--- config.mk ---
export PLATFORM = sky130hd
export DESIGN_NAME = fsk_run_slicer
export DESIGN_NICKNAME = d
export VERILOG_FILES = /design/src/rtl/fsk_run_slicer.sv
export SDC_FILE = /design/constraint.sdc
export NUM_CORES = 1
export LEC_CHECK = 0
export ABC_AREA = 1
export BUFFER_PORTS_ARGS = -buffer_cell sky130_fd_sc_hd__buf_4
export CORE_UTILIZATION = 25
export CTS_CLUSTER_SIZE = 8
export DETAILED_ROUTE_END_ITERATION = 10
export SYNTH_ARGS = -nofsm -noshare
export SYNTH_HDL_FRONTEND = slang
export SYNTH_SLANG_ARGS = --single-unit
--- constraint.sdc ---
create_clock -name clk -period 7.6 [get_ports clk]
set_input_delay 0.38 -clock clk [delete_from_list [all_inputs] [get_ports clk]]
set_output_delay 0.38 -clock clk [all_outputs]
set_load 0.01 [all_outputs]
--- src/rtl/fsk_run_slicer.sv ---
module fsk_run_slicer #(
  parameter int SW       = 8,
  parameter int THRESH   = 127,
  parameter int SPLIT    = 9,
  parameter int CNT_MAX  = 255,
  parameter int FAST_DIV = 6,
  parameter int SLOW_DIV = 5,
  parameter int MAX_BITS = 4
) (
  input  logic          clk,
  input  logic          rst_n,
  input  logic          in_valid,
  input  logic [SW-1:0] in_sample,
  output logic          out_valid,
  output logic          out_bit
);
  localparam int CW = $clog2(CNT_MAX + 1);
  localparam int PW = $clog2(MAX_BITS + 1);

  logic          lvl, prev_lvl, synced, rise, period_done, brk, cls_now;
  logic [CW-1:0] cnt, run_len;
  logic          run_act, run_cls;
  logic [PW-1:0] pend;
  logic          pend_bit;
  logic [CW:0]   len_p1, nbits;
  logic          flush, load;

  assign lvl         = in_sample >= SW'(THRESH);
  assign rise        = in_valid && lvl && !prev_lvl;
  assign period_done = rise && synced;
  assign brk         = cnt == CW'(CNT_MAX);
  assign cls_now     = cnt < CW'(SPLIT);
  assign flush       = period_done && run_act && (brk || cls_now != run_cls);
  assign len_p1      = {1'b0, run_len} + 1'b1;
  assign nbits       = run_cls ? len_p1 / (CW+1)'(FAST_DIV) : len_p1 / (CW+1)'(SLOW_DIV);
  assign load        = flush && nbits != '0 && nbits <= (CW+1)'(MAX_BITS);
  assign out_valid   = pend != '0;
  assign out_bit     = pend_bit;

  always_ff @(posedge clk or negedge rst_n)
    if (!rst_n) begin
      prev_lvl <= 1'b1;
      synced   <= 1'b0;
      cnt      <= '0;
    end else if (in_valid) begin
      prev_lvl <= lvl;
      if (rise) begin
        synced <= 1'b1;
        cnt    <= CW'(1);
      end else if (synced && !brk) begin
        cnt <= cnt + 1'b1;
      end
    end

  always_ff @(posedge clk or negedge rst_n)
    if (!rst_n) begin
      run_act <= 1'b0;
      run_cls <= 1'b0;
      run_len <= '0;
    end else if (period_done) begin
      if (brk) begin
        run_act <= 1'b0;
      end else if (run_act && cls_now == run_cls) begin
        if (run_len != CW'(CNT_MAX)) run_len <= run_len + 1'b1;
      end else begin
        run_act <= 1'b1;
        run_cls <= cls_now;
        run_len <= CW'(1);
      end
    end

  always_ff @(posedge clk or negedge rst_n)
    if (!rst_n) begin
      pend     <= '0;
      pend_bit <= 1'b0;
    end else if (load) begin
      pend     <= nbits[PW-1:0];
      pend_bit <= run_cls;
    end else if (pend != '0) begin
      pend <= pend - 1'b1;
    end

  a_r6_burst_limit: assert property (@(posedge clk) disable iff (!rst_n)
    pend <= PW'(MAX_BITS));
  a_r6_no_overlap: assert property (@(posedge clk) disable iff (!rst_n)
    load |-> pend == '0);
  a_r6_bit_held: assert property (@(posedge clk) disable iff (!rst_n)
    (pend > PW'(1)) |=> (out_valid && $stable(out_bit)));
  a_r2_silent_unsynced: assert property (@(posedge clk) disable iff (!rst_n)
    !synced |-> (!run_act && !out_valid));
  a_r8_cnt_sat: assert property (@(posedge clk) disable iff (!rst_n)
    (in_valid && !rise && brk) |=> brk);
  a_r9_ignore: assert property (@(posedge clk) disable iff (!rst_n)
    !in_valid |=> ($stable(cnt) && $stable(prev_lvl) && $stable(run_len)));
endmodule

==> flow_summary_export.csv <==
group,metric,value,unit
status,status,"finished with violations",
status,violations,"negative hold slack",
detailed_routing,drtPass1Iterations,4,
cts,clkLatencyLatePin,0.26,ns
global_routing,grt_overflow_total,0,
run,cap_violations,0,
floorplan,die_y,105,um
detailed_routing,via_per_inst,4.42,
hold_path,hp-class,"primary input to asynchronous set/reset pin",
global_routing,grt_max_degree,25,
pwr,combPwrFrac,0.736,
finish,area_growth,41.7,%
sta,fin_crit,7.47,ns
synth,yosysMostFrequentCell,"nand2_1",
cts,clkTransAtPathRegs,0.08,ns
setup_path,path_class,"register to register",
setup_path,crit_path_start_kind,"register",
global_routing,grt_use_total,0.117,
setup_path,rr_endpoint,"pend[1]",
placement,place_congestion,0.815,
synth,synth_common_cells,"nand2_1 (98), inv_1 (68), nor2_1 (40), nand3_1 (34), dfrtp_1 (23)",
setup_path,cp_data_required_time,7.75,ns
sta,relSlewSlack,0.270,
detailed_routing,postRouteWirelength,6460,um
pwr,power,0.969,mW
placement,port_buffers,12,
global_routing,grt_pass1_wl,11100,um
floorplan,dieArea,11000,um^2
synth,synthArstFlopShare,1.00,
pwr,clkPwrFrac,0.079,
synth,syn_avg_cell_area,6.51,um^2
finish,nets,531,
cts,tritoncts,"yes",
placement,pre_cts_slack,-0.146,ns
sta,finalSetupViolations,0,
sta,setup_ws,0.127,ns
sta,drv_slew,0,
synth,yosysWarnings,0,
synth,dominantRegCellSynth,"dfrtp_1",
sta,hold_violations,4,
synth,synth-edff-count,0,
floorplan,fp.dieW,105,um
cts,cts_sinks,24,
pwr,max-vdd-ir-drop,0.000140,V
sta,fmaxAchievable,134,MHz
synth,synth.distinct_cells,32,
detailed_routing,wl_per_cell,10.2,um
finish,diodes,0,
cts,clock-root-buffer,"clkbuf_8",
placement,dp.cells,597,
pwr,leakagePower,1.94,nW
setup_path,cp.arrival,7.63,ns
setup_path,rr_startpoint,"run_len[0]",
sta,fin_tns_setup,0,ns
setup_path,cpMaxStageDelayCell,"dfrtp_1",
pwr,p_switching,0.428,mW
finish,drive_gt1_frac,0.361,
sta,rsz0062_at_grt,"true",
synth,netlist_instances,405,
setup_path,cpPeakStageDelay,0.38,ns
sta,tightest_slew,1.09,ns
synth,synth.top_cells.by_area,"dfrtp_1 (22%), nand2_1 (14%), ha_1 (10%)",
detailed_routing,vias,2805,
detailed_routing,drc,0,
sta,fin_hold_ws,-0.00445,ns
cts,max-clock-path-buffers,2,
setup_path,reg2reg_slack,0.13,ns
pwr,p_int,0.540,mW
setup_path,timing.critical_path.mode_cell,"nand2_2",
synth,synthesis.area,2640,um^2
floorplan,core,10300,um^2
sta,skew,0.00604,ns
placement,place_area,3330,um^2
cts,htreeDepth,1,
pwr,power.density,259,nW/um^2
sta,period_share,0.983,
placement,post-dp-hpwl,4970,um
synth,ys_seq_area_frac,0.228,
synth,synth_fp_nets,437,
detailed_routing,drt_iter0_drc,119,
floorplan,row_count,37,
finish,final_area,3730,um^2
pwr,pwr-share-seq,0.186,
finish,fin_cells,634,
setup_path,endpoint_kind,"register",
setup_path,rr_worst_depth,70,
synth,ys_ff_latch,24,
global_routing,grt_pass1_vias,2712,
global_routing,antenna_found_initial,0,
floorplan,pin_count,13,
detailed_routing,ant_nets,0,
setup_path,crit_path_max_fanout,5,
synth,yosysTopAreaCell,"dfrtp_1",
finish,fin_util,0.363,
floorplan,initial_core_util,0.256,
synth,synth_top_area_frac,0.218,
cts,numCtsBuffers,3,
pwr,p_sw_frac,0.442,
[worst max-delay path: cells and delay by family (launching register included)]
kind	cells	cell delay, ns
compound gates	10	0.97
fa+ha+maj	8	1.83
buf+inv	12	0.75
flops	1	0.38
simple gates	40	3.40
[sequential cells by signal, indices dropped and copies added (netlist names)]
signal    flops
prev_lvl      1
synced        1
cnt           8
pend          3
run_len       8
run_cls       1
out_bit       1
run_act       1
[final cells by class]
cell class | instances | area (um^2)
clock buffers | 4 | 45.0
fillers | 1096 | 6540
inverters | 73 | 277
repair buffers | 88 | 661
well taps | 136 | 170
flip-flops and latches | 24 | 602
multi-input cells | 309 | 1980
[worst max-delay path by stage]
stage	end	depth (start not counted)	from	slack, ns
6_report	pend[1]	70	run_len[0]	0.13
5_1_grt	pend[0]	68	run_len[0]	-0.46
4_1_cts	pend[0]	70	run_len[0]	0.05
3_5_place_dp	pend[0]	69	run_len[0]	-0.15
3_3_place_gp	pend[1]	68	run_len[0]	0.1
2_1_floorplan	pend[0]	69	run_len[0]	0.0002
[logic make-up after synthesis]
group | share of synthesized area
xor gates and xnor gates | 0.0299
AOI/OAI and AO/OA | 0.110
and+or+nand+nor | 0.428
DFF | 0.228
adders and majority gates | 0.0997
buffers and inverters | 0.104
[placed cells by master (no fill, tap or decap), drive strengths merged]
cell     Yosys  routed
ha          21      21
nand4       10      10
nor3         7       7
dfrtp       23      23
o21a         6       6
dfstp        1       1
a21oi       15      15
o21ai       22      22
nor2        49      49
o22ai        5       5
nor4         3       3
nand3b       1       1
xnor2        1       1
nand3       44      45
nand2      111     111
clkinv       1       1
clkbuf       0       4
buf          0      88
o21bai       1       1
inv         72      72
o211ai       1       1
or2          2       2
o2111ai      1       1
xor2         8       8
[per-layer routing]
layer | vias to the layer above | routed length (um) | global-route usage
met4 | 0 | 70 | 0.0231
li1 | 1495 | - | -
met3 | 7 | 106 | 0.00749
met2 | 36 | 3280 | 0.219
met5 | - | 0 | 0
met1 | 1267 | 3000 | 0.148
[power by group through the flow]
| stage | logic (mW) | registers, mW | clock network [mW] |
|---|---|---|---|
| global route | 0.798 | 0.183 | 0.0839 |
| finish | 0.713 | 0.180 | 0.0762 |
| floorplan | 0.373 | 0.182 | 0 |
| detailed placement | 0.571 | 0.183 | 0 |
| global placement | 0.559 | 0.181 | 0 |
| CTS | 0.636 | 0.180 | 0.0785 |
[repair_timing]
item | in CTS | in global routing
resized for setup | 8 | 22
setup endpoints to repair | 4 | 4
buffers inserted | 17 | 15
gates cloned | 1 | 0
pin swaps | 23 | 29
hold buffers | 0 | 0
(Power assumes the default switching activity.)
